File: config.mk
export PLATFORM = sky130hd
export DESIGN_NAME = pme_aggregator
export DESIGN_NICKNAME = d
export VERILOG_FILES = /design/src/rtl/pme_pkg.sv /design/src/rtl/pme_sync.sv /design/src/rtl/pme_edge.sv /design/src/rtl/pme_regs.sv /design/src/rtl/pme_pin.sv /design/src/rtl/pme_aggregator.sv
export SDC_FILE = /design/constraint.sdc
export NUM_CORES = 1
export LEC_CHECK = 0
export ABC_AREA = 1
export BUFFER_PORTS_ARGS = -buffer_cell sky130_fd_sc_hd__buf_2
export CAP_MARGIN = 20
export CORE_MARGIN = 4
export CORE_UTILIZATION = 50
export CTS_BUF_LIST = sky130_fd_sc_hd__clkbuf_2 sky130_fd_sc_hd__clkbuf_4 sky130_fd_sc_hd__clkbuf_8
export DETAILED_ROUTE_END_ITERATION = 8
export PLACE_DENSITY_LB_ADDON = 0.25
export SLEW_MARGIN = 20
export SYNTH_ARGS = -nofsm -noshare
export SYNTH_HDL_FRONTEND = slang
export SYNTH_HIERARCHICAL = 1
export SYNTH_SLANG_ARGS = --single-unit
export TNS_END_PERCENT = 50
File: constraint.sdc
create_clock -name clk -period 3.1 [get_ports clk]
set_input_delay 0.155 -clock clk [delete_from_list [all_inputs] [get_ports clk]]
set_output_delay 0.155 -clock clk [all_outputs]
set_load 0.005 [all_outputs]
File: src/rtl/pme_pkg.sv
package pme_pkg;

  localparam int unsigned ADDR_W = 2;

  localparam logic [ADDR_W-1:0] ADR_STS = 2'd0;
  localparam logic [ADDR_W-1:0] ADR_MSK = 2'd1;
  localparam logic [ADDR_W-1:0] ADR_CTL = 2'd2;
  localparam logic [ADDR_W-1:0] ADR_POL = 2'd3;

  localparam int unsigned CTL_GEN_BIT = 0;
  localparam int unsigned CTL_POL_BIT = 1;
  localparam int unsigned CTL_BUF_BIT = 7;
  localparam int unsigned CTL_SUM_BIT = 8;

  // Number of fixed falling-edge sources: two ring indicators, keyboard, mouse
  localparam int unsigned N_FIXED = 4;

  typedef struct packed {
    logic push_pull;
    logic act_high;
    logic glob_en;
  } pme_ctl_t;

endpackage

File: src/rtl/pme_sync.sv
module pme_sync #(
  parameter int unsigned          W       = 8,
  parameter logic [W-1:0]         RST_VAL = '0
) (
  input  logic         clk,
  input  logic         rst_n,
  input  logic [W-1:0] d_i,
  output logic [W-1:0] q_o
);

  logic [W-1:0] meta_q;
  logic [W-1:0] sync_q;

  always_ff @(posedge clk or negedge rst_n) begin
    if (!rst_n) begin
      meta_q <= RST_VAL;
      sync_q <= RST_VAL;
    end else begin
      meta_q <= d_i;
      sync_q <= meta_q;
    end
  end

  assign q_o = sync_q;

endmodule

File: src/rtl/pme_edge.sv
module pme_edge #(
  parameter int unsigned  W       = 8,
  parameter logic [W-1:0] RST_VAL = '0
) (
  input  logic         clk,
  input  logic         rst_n,
  input  logic [W-1:0] s_i,
  input  logic [W-1:0] sel_rise_i,
  input  logic [W-1:0] sel_fall_i,
  input  logic [W-1:0] sel_lvl_i,
  output logic [W-1:0] ev_o
);

  logic [W-1:0] prev_q;

  always_ff @(posedge clk or negedge rst_n) begin
    if (!rst_n) begin
      prev_q <= RST_VAL;
    end else begin
      prev_q <= s_i;
    end
  end

  for (genvar i = 0; i < W; i++) begin : g_bit
    logic rise, fall;
    always_comb begin
      rise    = s_i[i] & ~prev_q[i];
      fall    = ~s_i[i] & prev_q[i];
      ev_o[i] = (sel_lvl_i[i]  & s_i[i])
              | (sel_rise_i[i] & rise)
              | (sel_fall_i[i] & fall);
    end
  end

endmodule

File: src/rtl/pme_regs.sv
module pme_regs
  import pme_pkg::*;
#(
  parameter int unsigned NSRC   = 16,
  parameter int unsigned N_GPIO = 4,
  parameter int unsigned DATA_W = 16
) (
  input  logic              clk,
  input  logic              rst_n,
  input  logic [NSRC-1:0]   ev_i,
  input  logic [ADDR_W-1:0] addr_i,
  input  logic              we_i,
  input  logic [DATA_W-1:0] wdata_i,
  output logic [DATA_W-1:0] rdata_o,
  output logic [NSRC-1:0]   sts_o,
  output logic [N_GPIO-1:0] pol_o,
  output pme_ctl_t          ctl_o,
  output logic              pme_act_o
);

  logic [NSRC-1:0]   sts_q, sts_d, clr_mask;
  logic [NSRC-1:0]   msk_q, msk_d;
  logic [N_GPIO-1:0] pol_q, pol_d;
  pme_ctl_t          ctl_q, ctl_d;
  logic              msk_en, pol_en, ctl_en, sts_wr;
  logic              sum;

  // next state
  always_comb begin
    sts_wr   = we_i && (addr_i == ADR_STS);
    msk_en   = we_i && (addr_i == ADR_MSK);
    ctl_en   = we_i && (addr_i == ADR_CTL);
    pol_en   = we_i && (addr_i == ADR_POL);
    clr_mask = sts_wr ? wdata_i[NSRC-1:0] : '0;
    // an event in the clearing cycle wins
    sts_d    = (sts_q & ~clr_mask) | ev_i;
    msk_d    = msk_en ? wdata_i[NSRC-1:0] : msk_q;
    pol_d    = pol_en ? wdata_i[N_GPIO-1:0] : pol_q;
    if (ctl_en) begin
      ctl_d.push_pull = wdata_i[CTL_BUF_BIT];
      ctl_d.act_high  = wdata_i[CTL_POL_BIT];
      ctl_d.glob_en   = wdata_i[CTL_GEN_BIT];
    end else begin
      ctl_d = ctl_q;
    end
  end

  // registers
  always_ff @(posedge clk or negedge rst_n) begin
    if (!rst_n) begin
      sts_q <= '0;
      msk_q <= '0;
      pol_q <= '0;
      ctl_q <= '0;
    end else begin
      sts_q <= sts_d;
      msk_q <= msk_d;
      pol_q <= pol_d;
      ctl_q <= ctl_d;
    end
  end

  always_comb begin
    sum       = |(sts_q & msk_q);
    pme_act_o = ctl_q.glob_en & sum;
  end

  // read mux
  always_comb begin
    rdata_o = '0;
    case (addr_i)
      ADR_STS: rdata_o[NSRC-1:0] = sts_q;
      ADR_MSK: rdata_o[NSRC-1:0] = msk_q;
      ADR_CTL: begin
        rdata_o[CTL_GEN_BIT] = ctl_q.glob_en;
        rdata_o[CTL_POL_BIT] = ctl_q.act_high;
        rdata_o[CTL_BUF_BIT] = ctl_q.push_pull;
        rdata_o[CTL_SUM_BIT] = sum;
      end
      default: rdata_o[N_GPIO-1:0] = pol_q;
    endcase
  end

  assign sts_o = sts_q;
  assign pol_o = pol_q;
  assign ctl_o = ctl_q;

endmodule

File: src/rtl/pme_pin.sv
module pme_pin
  import pme_pkg::*;
(
  input  logic     act_i,
  input  pme_ctl_t ctl_i,
  output logic     pin_o,
  output logic     oe_o
);

  logic level;

  always_comb begin
    level = ctl_i.act_high ? act_i : ~act_i;
    pin_o = level;
    // open-drain: only the low level is driven
    oe_o  = ctl_i.push_pull ? 1'b1 : ~level;
  end

endmodule

File: src/rtl/pme_aggregator.sv
module pme_aggregator
  import pme_pkg::*;
#(
  parameter int unsigned N_GPIO = 4,
  parameter int unsigned N_IRQ  = 4,
  parameter int unsigned DATA_W = 16
) (
  input  logic                clk,
  input  logic                rst_n,
  input  logic [1:0]          ri_n_i,
  input  logic                kbd_dat_i,
  input  logic                ms_dat_i,
  input  logic [N_GPIO-1:0]   gpio_i,
  input  logic                key_wake_i,
  input  logic [N_IRQ-1:0]    irq_i,
  input  logic                wdt_i,
  input  logic                fan_i,
  input  logic                pwrbtn_i,
  input  logic [ADDR_W-1:0]   reg_addr_i,
  input  logic                reg_we_i,
  input  logic [DATA_W-1:0]   reg_wdata_i,
  output logic [DATA_W-1:0]   reg_rdata_o,
  output logic                pme_o,
  output logic                pme_oe_o
);

  localparam int unsigned B_GPIO = N_FIXED;
  localparam int unsigned B_KEY  = B_GPIO + N_GPIO;
  localparam int unsigned N_LVL  = 1 + N_IRQ + 3;
  localparam int unsigned NSRC   = B_KEY + N_LVL;
  localparam logic [NSRC-1:0] IDLE_VAL = {{(NSRC-N_FIXED){1'b0}}, {N_FIXED{1'b1}}};

  // reset: asserted asynchronously, released through two flops
  logic rst_meta_q, rst_sync_n;

  always_ff @(posedge clk or negedge rst_n) begin
    if (!rst_n) begin
      rst_meta_q <= 1'b0;
      rst_sync_n <= 1'b0;
    end else begin
      rst_meta_q <= 1'b1;
      rst_sync_n <= rst_meta_q;
    end
  end

  logic [NSRC-1:0]   raw_vec, sync_vec, ev_vec;
  logic [NSRC-1:0]   sel_rise, sel_fall, sel_lvl;
  logic [NSRC-1:0]   sts_q;
  logic [N_GPIO-1:0] gpio_pol;
  pme_ctl_t          ctl_q;
  logic              pme_act;

  assign raw_vec = {pwrbtn_i, fan_i, wdt_i, irq_i, key_wake_i,
                    gpio_i, ms_dat_i, kbd_dat_i, ri_n_i};

  always_comb begin
    sel_lvl  = {{N_LVL{1'b1}}, {B_KEY{1'b0}}};
    sel_fall = {{N_LVL{1'b0}}, gpio_pol, {N_FIXED{1'b1}}};
    sel_rise = {{N_LVL{1'b0}}, ~gpio_pol, {N_FIXED{1'b0}}};
  end

  pme_sync #(.W(NSRC), .RST_VAL(IDLE_VAL)) u_sync (
    .clk   (clk),
    .rst_n (rst_sync_n),
    .d_i   (raw_vec),
    .q_o   (sync_vec)
  );

  pme_edge #(.W(NSRC), .RST_VAL(IDLE_VAL)) u_edge (
    .clk        (clk),
    .rst_n      (rst_sync_n),
    .s_i        (sync_vec),
    .sel_rise_i (sel_rise),
    .sel_fall_i (sel_fall),
    .sel_lvl_i  (sel_lvl),
    .ev_o       (ev_vec)
  );

  pme_regs #(.NSRC(NSRC), .N_GPIO(N_GPIO), .DATA_W(DATA_W)) u_regs (
    .clk       (clk),
    .rst_n     (rst_sync_n),
    .ev_i      (ev_vec),
    .addr_i    (reg_addr_i),
    .we_i      (reg_we_i),
    .wdata_i   (reg_wdata_i),
    .rdata_o   (reg_rdata_o),
    .sts_o     (sts_q),
    .pol_o     (gpio_pol),
    .ctl_o     (ctl_q),
    .pme_act_o (pme_act)
  );

  pme_pin u_pin (
    .act_i (pme_act),
    .ctl_i (ctl_q),
    .pin_o (pme_o),
    .oe_o  (pme_oe_o)
  );

endmodule

==> qor.yml <==
grt_pass1_vias: 2704
remaining_drc_errors: 0
p_comb_share_pct: 12.8
powerDensity_nw_per_um2: 556
hold_viol: 0
core-area_um2: 7210
skew_ps: 2.71
worst_ep_required_time_ps: 2940
boundaryPins: 55
timing.fmax_mhz: 580
finalSetupViolCount: 0
drive_gt1_share_pct: 21.6
tightest_slew_ps: 529
nNetsFinal: 545
clock_latency_ps: 350
seqPwrFrac_pct: 52.2
outcome: "finished clean"
synth_cell_types: 22
min_to: "u_regs/msk_q[8]$_DFFE_PN0P_"
grt_pass1_wl_um: 12400
rows: 31
holdPathStages: 3
maxSlewViolCount: 0
path_class: "reg2out"
fin_tns_setup_ps: 0
overflow: 0
synth_seq_area_share_pct: 60.6
cts_tree: "built"
cts_htree_levels: 3
die_x_um: 94.0
area_growth_pct: 24.8
r2r-end: "u_sync/meta_q[0]$_DFF_PN1_"
cts_sinks: 89
cts_buffers: 9
drtAntennaViolNets: 0
io_buffers: 54
yosysWarnings: 6
cp_max_fo: 3
power_frac_clock_pct: 35.0
dieArea_um2: 8830
via_per_inst: 4.52
initial_core_util_pct: 51.2
swShare_pct: 24.6
hp-start: "reg_wdata_i[8]"
syn-cell-area_um2: 3700
maxSlewHeadroom_pct: 64.7
drt_iter0_drc: 94
rsz0062_at_grt: "no"
cp-end-kind: "primary output"
cp-start-kind: "flop"
drv_cap: 0
period_needed_ps: 1720
crit_chain: "nand2_1 -> nand2_1 -> nor2_1 -> nand2_1 -> o21a_1 -> inv_1 -> nand2_1 -> nand3_1 -> buf_2"
hpwl_um: 4730
fin_crit_sh_pct: 55.6
antenna_found_initial: 0
ff2ff_path_depth: 1
root_buffer: "clkbuf_8"
power.internal_mw: 1.94
hold_path_class: "in2reg"
avgSynthCellArea_um2: 9.43
wire_per_inst_um: 11.6
clockBufferDepth: 2
regArea_um2: 2250
crit_slowest_cell: "dfrtp_1"
dieHeight_um: 94.0
multi_input_area_um2: 1260
ys_ff_latch: 89
routed_wl_um: 7090
crit_top_cell: "nand2_1"
grt.total_usage_pct: 18.1
vias: 2768
antenna_cells: 0
reg2reg_from: "rst_sync_n$_DFF_PN0_"
regToRegSetupSlack_ps: 2100
p_leak_nw: 2.43
arrival_ps: 1570
place.gp.congestion: 0.786
grt_max_degree: 88
ir_worst_vdd_uv: 305
fin_util_pct: 64.0
netlist_instances: 392
path_clk_slew_ps: 80
p_sw_mw: 0.631
dr.pass1.iters: 4
nFillCells: 620
cpPeakStageDelay_ps: 400
## routing by layer
layer  GRT usage (%)  wire [um]  up-vias
met5               0          0        -
met4            5.42         91        0
met3            5.61        361        8
met2            29.9       3530       49
met1            22.9       3110     1297
li1                -          -     1414
## power by group through the flow
stage	Combinational (mW)	Clock (mW)	Sequential [mW]
floorplan	0.209	0	1.35
global placement	0.288	0	1.37
CTS	0.314	0.927	1.35
detailed placement	0.296	0	1.37
finish	0.328	0.900	1.34
global route	0.379	0.988	1.36
## state kept, by name (all words and copies together), names as in the netlist
name	count
u_regs/pol_o	4
rst_meta_q	1
u_sync/meta_q	16
u_regs/ctl_o	3
u_regs/msk_q	16
rst_sync_n	1
u_edge/prev_q	16
u_sync/q_o	16
u_regs/sts_o	16
## cells in the mapped netlist
| master | instances | area, um2 |
|---|---|---|
| conb_1 | 2 | 7.51 |
| nor2_1 | 4 | 15.0 |
| o21ai_1 | 13 | 65.1 |
| o21a_1 | 1 | 7.51 |
| dfrtp_1 | 77 | 1930 |
| nand3_1 | 53 | 265 |
| buf_4 | 1 | 7.51 |
| xnor2_1 | 1 | 8.76 |
| o21ai_0 | 11 | 55.1 |
| nand2_4 | 2 | 22.5 |
| inv_4 | 1 | 6.26 |
| buf_6 | 4 | 45.0 |
| nand4_1 | 2 | 12.5 |
| a22o_1 | 10 | 87.6 |
| nor2_2 | 1 | 6.26 |
| nor2_4 | 1 | 11.3 |
| dfstp_2 | 12 | 315 |
| buf_2 | 1 | 5.00 |
| nand2_2 | 6 | 37.5 |
| nand2_1 | 100 | 375 |
| inv_1 | 73 | 274 |
| o21ai_2 | 16 | 140 |
## cells by family (layout without fill, tap and decap cells)
family	after synthesis	after routing	share of synthesized area [%]
other cells	2	41	0.203
xor+xnor	1	1	0.237
flops	89	89	60.6
compound gates	51	51	9.61
buf+inv	80	162	9.14
simple gates	169	169	20.2
## cell type report
| class | instances | share of cell area (%) |
|---|---|---|
| Clock buffer | 14 | 3.77 |
| Clock inverter | 2 | 1.30 |
| Inverter | 74 | 6.07 |
| Multi-Input combinational cell | 262 | 27.4 |
| Sequential cell | 89 | 48.7 |
| Tap cell | 99 | 2.68 |
| Timing Repair Buffer | 72 | 10.1 |
## worst max-delay path, delay by kind of cell (launching register included)
| kind | cells | cell delay [ps] |
|---|---|---|
| and+or+nand+nor | 6 | 410 |
| AOI/OAI and AO/OA | 1 | 220 |
| buffers and inverters | 2 | 170 |
| DFF | 1 | 400 |
## timing repair
item                                    CTS  global route
hold endpoints to repair                 18             0
hold buffers                             17             0
endpoints found under the setup margin    0             0
setup buffers                             0             0
gates resized for setup                   0             0
## metrics by stage
step	setup WS [ps]	hold slack, ps	cells	total power [mW]	instance area (um2)
after CTS	1330	57.4	611	2.59	4590
after floorplan	458	-141	431	1.56	3840
after detailed placement	1720	-57.1	578	1.67	4180
after global placement	1720	-60.1	578	1.66	4180
final	1380	68.8	612	2.57	4620
after global routing	1210	49.3	612	2.72	4620
## layout by cell type, fill, tap and decap left out
master         Yosys  final
dfrtp_1           77     76
nand3_1           53     53
o21ai_2           16     16
inv_1             73     73
conb_1             2     41
nor2_4             1      1
nand2_1          100    100
clkbuf_8           0     11
dfstp_2           12     12
nand2_4            2      2
inv_4              1      1
o21ai_0           11     11
nand2_2            6      6
o21a_1             1      1
clkbuf_4           0      3
dlygate4sd3_1      0     17
xnor2_1            1      1
o21ai_1           13     13
buf_2              1     54
dfrtp_4            0      1
nor2_2             1      1
a22o_1            10     10
bufinv_16          0      2
nand4_1            2      2
buf_16             0      1
nor2_1             4      4
## how the worst max path moves through the flow
stage	startpoint	end	slack, ps
global route	u_regs/sts_o[15]$_DFF_PN0_	pme_oe_o	1210
finish	u_regs/sts_o[15]$_DFF_PN0_	pme_oe_o	1380
global placement	u_regs/sts_o[14]$_DFF_PN0_	reg_rdata_o[8]	1720
detailed placement	reg_addr_i[0]	u_regs/sts_o[15]$_DFF_PN0_	1720
floorplan	rst_sync_n$_DFF_PN0_	u_edge/prev_q[10]$_DFF_PN0_	460
CTS	u_regs/sts_o[14]$_DFF_PN0_	reg_rdata_o[8]	1330
No activity file was read; power rests on OpenSTA's default activity.
